## src/rtl/osc_sess_pkg.sv

```systemverilog
package osc_sess_pkg;
  typedef enum logic [1:0] {
    ST_IDLE   = 2'd0,
    ST_WINDOW = 2'd1,
    ST_SHIFT  = 2'd2,
    ST_DONE   = 2'd3
  } sess_state_e;

  typedef enum logic [1:0] {
    RES_PASS  = 2'b00,
    RES_STUCK = 2'b01,
    RES_SLOW  = 2'b10,
    RES_FAST  = 2'b11
  } ring_res_e;
endpackage

```

## src/rtl/osc_win_timer.sv

```systemverilog
module osc_win_timer #(
  parameter int WIN_W = 16
) (
  input  logic             clk_i,
  input  logic             rst_ni,
  input  logic             clr_i,
  input  logic             run_i,
  input  logic [WIN_W-1:0] len_i,
  output logic             close_o
);
  logic [WIN_W-1:0] cnt_q;

  always_ff @(posedge clk_i or negedge rst_ni) begin
    if (!rst_ni)     cnt_q <= '0;
    else if (clr_i)  cnt_q <= '0;
    else if (run_i)  cnt_q <= cnt_q + WIN_W'(1);
  end

  assign close_o = run_i && (cnt_q == len_i - WIN_W'(1));


  win_bound_chk: assert property (@(posedge clk_i) disable iff (!rst_ni)
    run_i |-> (cnt_q < len_i));
endmodule

```

## src/rtl/osc_count_deser.sv

```systemverilog
module osc_count_deser #(
  parameter int CNT_W   = 12,
  parameter int N_RINGS = 4,
  localparam int BIT_W  = (CNT_W > 1) ? $clog2(CNT_W) : 1,
  localparam int RING_W = (N_RINGS > 1) ? $clog2(N_RINGS) : 1
) (
  input  logic              clk_i,
  input  logic              rst_ni,
  input  logic              clr_i,
  input  logic              shift_i,
  input  logic              sdata_i,
  output logic [CNT_W-1:0]  word_o,
  output logic              word_vld_o,
  output logic [RING_W-1:0] ring_o,
  output logic              last_o
);
  logic [CNT_W-1:0]  sreg_q;
  logic [BIT_W-1:0]  bit_q;
  logic [RING_W-1:0] ring_q;

  // current bit completes the word on the final strobe
  assign word_o     = {sreg_q[CNT_W-2:0], sdata_i};
  assign word_vld_o = shift_i && (bit_q == BIT_W'(CNT_W - 1));
  assign ring_o     = ring_q;
  assign last_o     = word_vld_o && (ring_q == RING_W'(N_RINGS - 1));

  always_ff @(posedge clk_i or negedge rst_ni) begin
    if (!rst_ni) begin
      sreg_q <= '0;
      bit_q  <= '0;
      ring_q <= '0;
    end else if (clr_i) begin
      bit_q  <= '0;
      ring_q <= '0;
    end else if (shift_i) begin
      sreg_q <= word_o;
      if (word_vld_o) begin
        bit_q  <= '0;
        ring_q <= ring_q + RING_W'(1);
      end else begin
        bit_q  <= bit_q + BIT_W'(1);
      end
    end
  end


  ring_range_chk: assert property (@(posedge clk_i) disable iff (!rst_ni)
    shift_i |-> (ring_q <= RING_W'(N_RINGS - 1)));
endmodule

```

## src/rtl/osc_classifier.sv

```systemverilog
module osc_classifier
  import osc_sess_pkg::*;
#(
  parameter int CNT_W = 12
) (
  input  logic [CNT_W-1:0] count_i,
  input  logic [CNT_W-1:0] min_i,
  input  logic [CNT_W-1:0] max_i,
  output ring_res_e        res_o
);
  always_comb begin
    if (count_i == '0)         res_o = RES_STUCK;
    else if (count_i < min_i)  res_o = RES_SLOW;
    else if (count_i > max_i)  res_o = RES_FAST;
    else                       res_o = RES_PASS;
  end
endmodule

```

## src/rtl/osc_session_ctrl.sv

```systemverilog
module osc_session_ctrl
  import osc_sess_pkg::*;
#(
  parameter int WIN_W   = 16,
  parameter int CNT_W   = 12,
  parameter int N_RINGS = 4,
  localparam int RING_W = (N_RINGS > 1) ? $clog2(N_RINGS) : 1
) (
  input  logic              clk_i,
  input  logic              rst_ni,
  input  logic              start_i,
  input  logic [WIN_W-1:0]  win_len_i,
  input  logic [CNT_W-1:0]  cnt_min_i,
  input  logic [CNT_W-1:0]  cnt_max_i,
  input  logic              ring_sdata_i,
  output logic              osc_en_o,
  output logic              ring_shift_o,
  output logic              res_vld_o,
  output logic [1:0]        res_code_o,
  output logic [RING_W-1:0] res_ring_o,
  output logic              fail_o,
  output logic              done_o
);
  sess_state_e       state_q;
  logic [WIN_W-1:0]  len_q;
  logic [CNT_W-1:0]  min_q, max_q;
  logic              start_ok;
  logic              win_close;
  logic [CNT_W-1:0]  word;
  logic              word_vld, word_last;
  logic [RING_W-1:0] word_ring;
  ring_res_e         verdict;
  ring_res_e         code_q;
  logic [RING_W-1:0] ring_q;
  logic              vld_q, fail_q;

  assign start_ok = (state_q == ST_IDLE) && start_i;

  osc_win_timer #(.WIN_W(WIN_W)) u_timer (
    .clk_i   (clk_i),
    .rst_ni  (rst_ni),
    .clr_i   (start_ok),
    .run_i   (state_q == ST_WINDOW),
    .len_i   (len_q),
    .close_o (win_close)
  );

  osc_count_deser #(.CNT_W(CNT_W), .N_RINGS(N_RINGS)) u_deser (
    .clk_i      (clk_i),
    .rst_ni     (rst_ni),
    .clr_i      (start_ok),
    .shift_i    (state_q == ST_SHIFT),
    .sdata_i    (ring_sdata_i),
    .word_o     (word),
    .word_vld_o (word_vld),
    .ring_o     (word_ring),
    .last_o     (word_last)
  );

  osc_classifier #(.CNT_W(CNT_W)) u_class (
    .count_i (word),
    .min_i   (min_q),
    .max_i   (max_q),
    .res_o   (verdict)
  );

  always_ff @(posedge clk_i or negedge rst_ni) begin
    if (!rst_ni) begin
      state_q <= ST_IDLE;
      len_q   <= '0;
      min_q   <= '0;
      max_q   <= '0;
    end else begin
      unique case (state_q)
        ST_IDLE: if (start_i) begin
          len_q   <= win_len_i;
          min_q   <= cnt_min_i;
          max_q   <= cnt_max_i;
          // zero-length window skips straight to readout
          state_q <= (win_len_i == '0) ? ST_SHIFT : ST_WINDOW;
        end
        ST_WINDOW: if (win_close) state_q <= ST_SHIFT;
        ST_SHIFT:  if (word_last) state_q <= ST_DONE;
        ST_DONE:   state_q <= ST_IDLE;
        default:   state_q <= ST_IDLE;
      endcase
    end
  end

  always_ff @(posedge clk_i or negedge rst_ni) begin
    if (!rst_ni) begin
      vld_q  <= 1'b0;
      code_q <= RES_PASS;
      ring_q <= '0;
      fail_q <= 1'b0;
    end else begin
      vld_q <= word_vld;
      if (word_vld) begin
        code_q <= verdict;
        ring_q <= word_ring;
      end
      if (start_ok)                              fail_q <= 1'b0;
      else if (word_vld && verdict != RES_PASS)  fail_q <= 1'b1;
    end
  end

  assign osc_en_o     = (state_q == ST_WINDOW);
  assign ring_shift_o = (state_q == ST_SHIFT);
  assign done_o       = (state_q == ST_DONE);
  assign res_vld_o    = vld_q;
  assign res_code_o   = code_q;
  assign res_ring_o   = ring_q;
  assign fail_o       = fail_q;


  win_to_shift_chk: assert property (@(posedge clk_i) disable iff (!rst_ni)
    $fell(osc_en_o) |-> ring_shift_o);


  res_after_shift_chk: assert property (@(posedge clk_i) disable iff (!rst_ni)
    res_vld_o |-> $past(ring_shift_o));


  fail_sticky_chk: assert property (@(posedge clk_i) disable iff (!rst_ni)
    (fail_o && !start_ok) |=> fail_o);


  done_pulse_chk: assert property (@(posedge clk_i) disable iff (!rst_ni)
    done_o |=> (!done_o && !osc_en_o && !ring_shift_o));


  busy_start_chk: assert property (@(posedge clk_i) disable iff (!rst_ni)
    (ring_shift_o && start_i && !word_last) |=> ring_shift_o);
endmodule

```

## config.mk

```make
export PLATFORM = sky130hd
export DESIGN_NAME = osc_session_ctrl
export DESIGN_NICKNAME = d
export VERILOG_FILES = /design/src/rtl/osc_sess_pkg.sv /design/src/rtl/osc_win_timer.sv /design/src/rtl/osc_count_deser.sv /design/src/rtl/osc_classifier.sv /design/src/rtl/osc_session_ctrl.sv
export SDC_FILE = /design/constraint.sdc
export NUM_CORES = 1
export LEC_CHECK = 0
export BUFFER_PORTS_ARGS = -buffer_cell sky130_fd_sc_hd__buf_2
export CAP_MARGIN = 40
export CORE_MARGIN = 2
export CORE_UTILIZATION = 63
export CTS_CLUSTER_SIZE = 25
export DETAILED_ROUTE_END_ITERATION = 6
export PLACE_DENSITY = 0.85
export SLEW_MARGIN = 30
export SYNTH_ARGS = -nofsm -noshare
export SYNTH_HDL_FRONTEND = slang
export SYNTH_SLANG_ARGS = --single-unit
export TNS_END_PERCENT = 10
```

## constraint.sdc

```tcl
create_clock -name clk_i -period 7.8 [get_ports clk_i]
set_clock_uncertainty 0.1 [all_clocks]
set_input_delay 1.17 -clock clk_i [delete_from_list [all_inputs] [get_ports clk_i]]
set_output_delay 1.17 -clock clk_i [all_outputs]
set_load 0.01 [all_outputs]
```

# Yosys cells after proc, flatten, opt, wreduce, memory -nomap -nowiden
# Index checks and enable logic that the tools add are counted.
[word_totals] register_bits=81 input_bits=44 output_inout_bits=9 word_cells=63
[op_classes] add_sub_neg=4 order_cmp=2 eq_ne=9 muxes=18 bitwise=1 n_reduce_logical=17
[ops] operator="$mux 16" count=2
[ops] operator="$mux 2" count=10
[ops] operator="$add 16x1->16 const B" count=1
[ops] operator="$eq 16x16->1" count=1
[ops] operator="$logic_not 16->1" count=1
[ops] operator="$sub 16x1->16 const B" count=1
[ops] operator="$gt 12x12->1" count=1
[ops] operator="$logic_not 12->1" count=1
[ops] operator="$lt 12x12->1" count=1
[ops] operator="$mux 4" count=3
[ops] operator="$reduce_bool 2->1" count=5
[ops] operator="$pmux 2 s4" count=1
[ops] operator="$eq 2x2->1 const B" count=3
[ops] operator="$ne 2x2->1 const B" count=3
[ops] operator="$reduce_and 2->1" count=3
[ops] operator="$logic_and 1x1->1" count=5
[ops] operator="$add 4x1->4 const B" count=1
[ops] operator="$eq 4x4->1 const B" count=1
[ops] operator="$reduce_and 3->1" count=1
[ops] operator="$add 2x1->2 const B" count=1
[ops] operator="$eq 2x1->1 const B" count=1
[ops] operator="$logic_not 2->1" count=1
[ops] operator="$mux 1" count=2
[ops] operator="$not 1->1" count=1

# Logic depth before layout (Yosys ltp)
# Gate-level depths: netlist of the first run.
[logic_depth] word_depth=8 depth_mapped=10 depth_no_buf=10

# Hierarchy
# From an unflattened synthesis of the first run, not the netlist that was laid out.
[hier_totals] cells_unflattened=427 hier_area_um2=4662.0
[modules_own_cells] mod="osc_session_ctrl" n_inst=1 cells_each=124 area_each_um2=1903.1 seq_area_each_um2=1201.2
[modules_own_cells] mod="osc_win_timer" n_inst=1 cells_each=162 area_each_um2=1347.5 seq_area_each_um2=400.4
[modules_own_cells] mod="osc_count_deser" n_inst=1 cells_each=56 area_each_um2=790.8 seq_area_each_um2=425.4
[modules_own_cells] mod="osc_classifier" n_inst=1 cells_each=85 area_each_um2=620.6 seq_area_each_um2=0.0

# Worst setup path after synthesis of the first run
# No wires, ideal clock.
[synth_path] path_type="register to register" from="reg len_q[3]" to="reg state_q[1]" setup_ps=128 t_arrival_ps=2378 t_required_ps=7572 path_slack_ps=5195 path_stages_with_launch=9 path_buffers=1 period_less_slack_ps=2605 cell_sequence="dfrtp_1 -> buf_6 -> or4_4 -> or3_4 -> nor4_4 -> xnor2_1 -> nor4_1 -> a31oi_1 -> mux2_1"
[synth_between] elab_chain_len=5
[synth_rtl] element="start: declaration" line_no="osc_session_ctrl.sv:25" text="logic [WIN_W-1:0] len_q;"
[synth_rtl] element="start signal: assignment" line_no="osc_session_ctrl.sv:76" text="len_q <= win_len_i;"
[synth_rtl] element="$sub 16x1->16" line_no="osc_win_timer.sv:19" text="assign close_o = run_i && (cnt_q == len_i - WIN_W'(1));"
[synth_rtl] element="$eq 16x16->1" line_no="osc_win_timer.sv:19"
[synth_rtl] element="$logic_and 1x1->1" line_no="osc_win_timer.sv:19"
[synth_rtl] element="$ne 2x2->1 (no source line)"
[synth_rtl] element="$reduce_and 3->1 (no source line)"
[synth_rtl] element="end signal: assignment" line_no="osc_session_ctrl.sv:80" text="state_q <= (win_len_i == '0) ? ST_SHIFT : ST_WINDOW;"
[synth_rtl] element="end: declaration" line_no="osc_session_ctrl.sv:24" text="sess_state_e state_q;"
# Every way passes these cells.
# A chain may end at the register's enable or synchronous reset.

# Worst setup path after layout of the first run
[layout_path] from="reg state_q[0]" to="reg state_q[1]"
[layout_between] elab_chain_len=5 elab_cells_between_ends=12 classes_between="eq/ne: 6; mux: 1; reduce/logical: 5"
[layout_rtl] element="$eq 2x2->1" line_no="osc_session_ctrl.sv:52" text=".shift_i (state_q == ST_SHIFT),"
[layout_rtl] element="$logic_and 1x1->1" line_no="osc_count_deser.sv:23" text="assign word_vld_o = shift_i && (bit_q == BIT_W'(CNT_W - 1));"
[layout_rtl] element="net u_deser.word_vld_o" line_no="osc_count_deser.sv:13" text="output logic word_vld_o,"
[layout_rtl] element="$logic_and 1x1->1" line_no="osc_count_deser.sv:25" text="assign last_o = word_vld_o && (ring_q == RING_W'(N_RINGS - 1));"
[layout_rtl] element="$ne 2x2->1 (no source line)"
[layout_rtl] element="$reduce_and 3->1 (no source line)"
# The timed path passes the listed nets, and every way through them passes these cells.

==> key figures, run 1 <==
CTS
  • Resize count post-CTS: 0
  • TritonCTS clock tree: yes
  • Clock Path Buffers: 2
  • Sink Count: 81
  • Hold-fix buffers at CTS: 0
  • Clock transition at path regs: 0.08 ns
  • Root buf cell: clkbuf_8
  • TritonCTS Buffers: 9
  • H-Tree Depth: 3
  • Post CTS Setup Buffer Count: 0
  • Clk_lat worst skew: 0.36 ns

Run status
  • Status: finished clean

Layout
  • Post-layout nets: 604
  • Fill cell count: 465
  • Layout cells sized above 1: 16.1%
  • P&R area growth vs syn: 11.8%
  • ANT cells: 0

STA
  • Fin. Hold Viols: 0
  • Worst-margin pin slew: 0.647 ns
  • Relative slew slack: 56.8%
  • Tmin final: 3.17 ns
  • Crit share post-route: 40.6%
  • RSZ-0062 raised after global routing: no
  • Max Slew Vio Count: 0
  • Max Freq: 316 MHz
  • Final setup fails: 0
  • Fin Setup TNS: 0 ns

Global routing
  • Largest net degree at the start of global routing: 48
  • First-pass GRT wire length: 16400 µm
  • Total grt overflow: 0
  • Antenna violations before repair: 0
  • Vias in the first global route: 3533
  • Total GRT Usage: 27.7%

Power and ir drop
  • Clock power share: 15.1%
  • Logic gate share of total power: 46.0%
  • PwrDens: 371 nW/µm²
  • Switching Share: 42.2%
  • Int Pwr: 1.07 mW
  • Psw: 778 µW
  • Tot Pwr: 1.84 mW
  • Pleak: 2.41 nW
  • VDD IR max: 0.203 mV
  • Flop pwr share: 39.0%

Yosys
  • Sequential share of the synthesized area: 45.6%
  • Ys async rst share: 100%
  • Post-synthesis cell count: 479
  • #FFs+latches synth: 81
  • Post-Synthesis Cell Area: 4450 µm²
  • Syn Area/Cell: 9.28 µm²
  • Post-synth top flop: dfrtp_1
  • Number of flops mapped to enable cells by yosys: 0
  • Post-synth net total: 555
  • Synth cell count leaders: nand2_1 (100), dfrtp_1 (81), o21ai_0 (39)
  • Top-count cell post-synth: nand2_1
  • Largest cells by area after synthesis: dfrtp_1 (46%), ha_1 (9.0%), nand2_1 (8.4%), o21ai_0 (4.4%), xor2_1 (3.5%)
  • Synth top area share: 45.6%
  • Ys Warns: 0
  • Synth cell types: 46
  • Biggest area consumer among synthesized cells: dfrtp_1

Floorplan
  • Total die area: 7750 µm²
  • Core Region: 6790 µm²
  • Row count: 30
  • I/O pins: 53
  • Effective utilization at floorplan: 65.5%
  • Die X: 88.0 µm
  • Die height: 88.0 µm

Detailed routing
  • DRC errors left: 0
  • Drt total wl: 9770 µm
  • Initial DRC count: 268
  • Vias per cell: 5.71
  • DR vias: 3592
  • WL/cell: 15.5 µm
  • DRT Pass-1 Iters: 5
  • Antenna viol nets, final: 0

Critical path
  • Setup crit end kind: flip-flop
  • Slowest cell delay on critical path: 0.41 ns
  • CP Launch Type: flip-flop
  • Worst-path fanout max: 17
  • Crit path DAT: 3.31 ns
  • Critical path data required time: 7.94 ns
  • CP max-delay cell: dfrtp_1
  • Crit-path cells: inv_1, ha_1, buf_6, nand4b_1, clkinv_1, nand2_1, a221oi_1, nand4_1, nor4_1, a31oi_1, mux2_1
  • Crit path kind: reg -> reg

Worst hold path
  • Hold Crit Class: reg -> reg

Placed design
  • GP Congestion: 0.825
  • I/O Buffers: 52
  • DP HPWL: 7120 µm

Job
  • Max-cap violations: 0
-- power groups by stage --
stage / clock network [mW] / registers [mW] / logic [mW]
CTS: 0.279 / 0.714 / 0.839
global route: 0.300 / 0.741 / 0.951
global placement: 0 / 0.712 / 0.764
floorplan: 0 / 0.669 / 0.649
finish: 0.278 / 0.718 / 0.847
detailed placement: 0 / 0.721 / 0.825
-- state kept, by name (all words and copies together), names as in the netlist, 2 cells and up --
name            flops
u_deser.sreg_q     11
max_q              12
res_ring_o          2
state_q             2
u_timer.cnt_q      16
len_q              16
min_q              12
u_deser.ring_o      2
res_code_o          2
u_deser.bit_q       4
-- stage by stage --
step                cell area [µm²]  util [%]  instances  setup WS (ns)  hold WS [ns]
floorplan                      4450         -        479           5.19         0.347
global placement               4770      70.2        611           4.51         0.375
detailed placement             4790      70.5        612           4.33         0.371
CTS                            4960      73.0        628           4.31         0.399
global route                   4970      73.2        629           4.37         0.407
finish                         4970      73.2        629           4.63         0.391
-- final timing paths --
path | start | endpoint | slack, ns | cells after the start
max | state_q[0] | state_q[1] | 4.63 | 11
min | res_ring_o[0] | res_ring_o[0] | 0.39 | 2
max reg2reg | state_q[0] | state_q[1] | 4.63 | 11
min reg2reg | res_ring_o[0] | res_ring_o[0] | 0.39 | 2
max in group asynchronous | rst_ni | len_q[15] | 6.33 | 2
min in group asynchronous | rst_ni | max_q[1] | 0.67 | 1
-- worst max-delay path, delay by kind of cell (launching register included) --
kind	cells	cell delay (ns)
adders and majority gates	1	0.30
buffers and inverters	3	0.62
DFF	1	0.41
and+or+nand+nor	4	0.80
AOI/OAI and AO/OA	2	0.48
muxes	1	0.34
-- logic make-up (layout without fill, tap and decap cells) --
family	Yosys count	count (layout)	synth area share, %
AO/OA/AOI/OAI	81	81	11.0
adder cells (fa/ha/maj)	32	32	9.00
AND/OR/NAND/NOR	185	185	19.3
flip-flops	81	81	45.6
multiplexers	16	16	3.94
XOR/XNOR	35	35	6.89
buffers and inverters	49	103	4.30
-- layer usage --
layer	vias to the layer above	track usage, %	share of wire, %
li1	1737	-	-
met3	22	5.47	4.0
met4	0	11.3	2.7
met2	99	45.7	49
met5	-	0	0
met1	1734	36.0	44
-- cells in the final DEF, fill, tap and decap left out, types with 7 or more instances in the layout --
master	Yosys	layout
a21o_1	10	10
a21oi_1	12	12
buf_2	0	51
clkbuf_8	0	10
dfrtp_1	81	81
ha_1	32	32
inv_1	31	31
mux2_2	11	11
nand2_1	100	100
nand3_1	7	7
nand4_1	11	11
nor2_1	28	28
nor3_1	7	7
nor4_1	7	7
o21ai_0	39	39
xnor2_1	17	17
xor2_1	18	18
-- final cells by class --
type,instances,area (µm²),area share (%)
Clock buffer,11,141,2.84
Clock inverter,5,31.3,0.629
Inverter,32,120,2.42
Multi-Input combinational cell,349,2230,44.9
Sequential cell,81,2030,40.8
Tap cell,96,120,2.42
Timing Repair Buffer,55,302,6.07
(Power assumes the default switching activity.)
==> run 2, diff against run 1 <==
Settings changed: CORE_UTILIZATION 63 to 58, PLACE_DENSITY 0.85 to 0.79.
Clock period 7.8 ns to 3 ns, I/O delays scaled along.
==> run 2 against run 1 <==
Net effect: die area is 8.2% higher; maximum frequency is 15% higher; flip-flop and latch count stayed put; cell count is 0.64% higher; register-to-register slack worse by 4.4 ns; total power grew to 2.6 times the previous value; clock power grew to 3.3 times the previous value; count of clock-buffer cells in the layout stayed put; critical path depth is 4 lower; first-iteration DRC count is 32% lower; worst setup slack worse by 4.4 ns; via count is 3.3% lower; highest routed layer unchanged.
==> key figures, run 2 (synthesis results as in run 1) <==
Critical path
  • CP Launch Type: flip-flop
  • Worst-path fanout max: 9
  • R2r worst-path depth: 7
  • Crit path DAT: 2.89 ns
  • R2R setup slack: 0.25 ns
  • Slowest cell delay on critical path: 0.61 ns
  • Worst Path Buf+Inv: 0
  • Setup crit end kind: flip-flop
  • CP max-delay cell: or4_4
  • R2r endpoint: state_q[1]
  • Crit path kind: reg -> reg
  • Stages on worst setup path: 7
  • Critical path data required time: 3.14 ns
  • Worst R2R Start: len_q[3]
  • Crit-path cells: or4_4, or3_4, nor4_4, xnor2_1, nor4_1, a31oi_1, mux2_1
  • Crit path max-delay family: simple AND/OR/NAND/NOR gates

Global routing
  • Gr busiest metal: met2
  • Total GRT Usage: 23.9%
  • Met1 usage: 32.9%
  • Largest net degree at the start of global routing: 82
  • Met2 Track Usage GR: 37.7%
  • Antenna violations before repair: 0
  • M3 GR Usage: 5.98%
  • Vias in the first global route: 3435
  • Total grt overflow: 0
  • First-pass GRT wire length: 16000 µm

Floorplan
  • Total die area: 8380 µm²
  • I/O pins: 53
  • Row count: 31
  • Die height: 91.6 µm
  • Die X: 91.6 µm
  • Core Region: 7330 µm²
  • Effective utilization at floorplan: 60.7%

Detailed routing
  • DRC errors left: 0
  • WL/cell: 14.6 µm
  • DR vias: 3473
  • Vias per cell: 5.49
  • DRT Pass-1 Iters: 5
  • Drt total wl: 9260 µm
  • Initial DRC count: 181
  • Antenna viol nets, final: 0

Layout
  • Layout cells sized above 1: 16.3%
  • P&R area growth vs syn: 13.3%
  • Most frequent cells in the layout: nand2_1 (100), dfrtp_1 (81), buf_2 (51), o21ai_0 (39), ha_1 (32)
  • Most common cell after layout, fill and taps aside: nand2_1
  • ANT cells: 0
  • Post-layout nets: 605
  • Top flop regs: len_q: 16 flops, u_timer.cnt_q: 16 flops

STA
  • Max Slew Vio Count: 0
  • Hold Slack: 0.0298 ns
  • Fin Setup TNS: 0 ns
  • Final setup fails: 0
  • RSZ-0062 raised after global routing: no
  • Relative slew slack: 52.4%
  • Max Freq: 364 MHz
  • Fin. Hold Viols: 0
  • Crit share post-route: 91.7%
  • Worst-margin pin slew: 0.715 ns
  • Tmin final: 2.75 ns

CTS
  • Clock transition at path regs: 0.08 ns
  • Root buf cell: clkbuf_8
  • Hold-fix buffers at CTS: 0
  • TritonCTS Buffers: 9
  • Resize count post-CTS: 0
  • H-Tree Depth: 3
  • Sink Count: 81
  • TritonCTS clock tree: yes
  • Clock Path Buffers: 2
  • Post CTS Setup Buffer Count: 0
  • Clk_lat worst skew: 0.36 ns

Power and ir drop
  • PwrDens: 968 nW/µm²
  • VDD IR max: 0.624 mV
  • Pleak: 2.43 nW

Placed design
  • I/O Buffers: 52
  • DP HPWL: 6710 µm
  • GP Congestion: 0.863

Worst hold path
  • Hold Crit Class: in -> async

Job
  • Max-cap violations: 0

Run status
  • Status: finished clean
run 2: layout make-up:
| cell class | count | area, µm² |
|---|---|---|
| clock inverters | 5 | 85.1 |
| repair buffers | 56 | 309 |
| inverters | 32 | 120 |
| flip-flops and latches | 81 | 2030 |
| clock buffers | 11 | 141 |
| fillers | 578 | 2290 |
| multi-input cells | 349 | 2230 |
| well taps | 99 | 124 |
run 2: how the worst max path moves through the flow:
stage	start	slack [ns]	to
detailed placement	len_q[3]	0.25	state_q[1]
finish	len_q[3]	0.25	state_q[1]
global route	len_q[3]	0.11	state_q[1]
floorplan	len_q[3]	0.39	state_q[1]
CTS	len_q[3]	0.25	state_q[1]
global placement	len_q[3]	0.31	state_q[1]
run 2: metal layers:
layer / share of wire [%] / routed length, µm
met5: 0 / 0
met4: 1.5 / 140
met3: 4.7 / 434
met1: 48 / 4420
met2: 46 / 4270
run 2: through the flow:
stage	std cells	worst slack (ns)	power (mW)	util (%)	area [µm²]
final	633	0.250	4.87	68.7	5040
after detailed placement	617	0.255	3.97	65.6	4810
after floorplan	479	0.395	3.43	-	4450
after global routing	633	0.108	5.30	68.7	5040
after CTS	633	0.251	4.89	68.7	5040
after global placement	617	0.313	3.86	65.6	4810
run 2: report_power, final:
part	switching, mW	internal [mW]
Clock	0.412	0.498
Sequential	0.374	1.48
Combinational	1.16	0.956
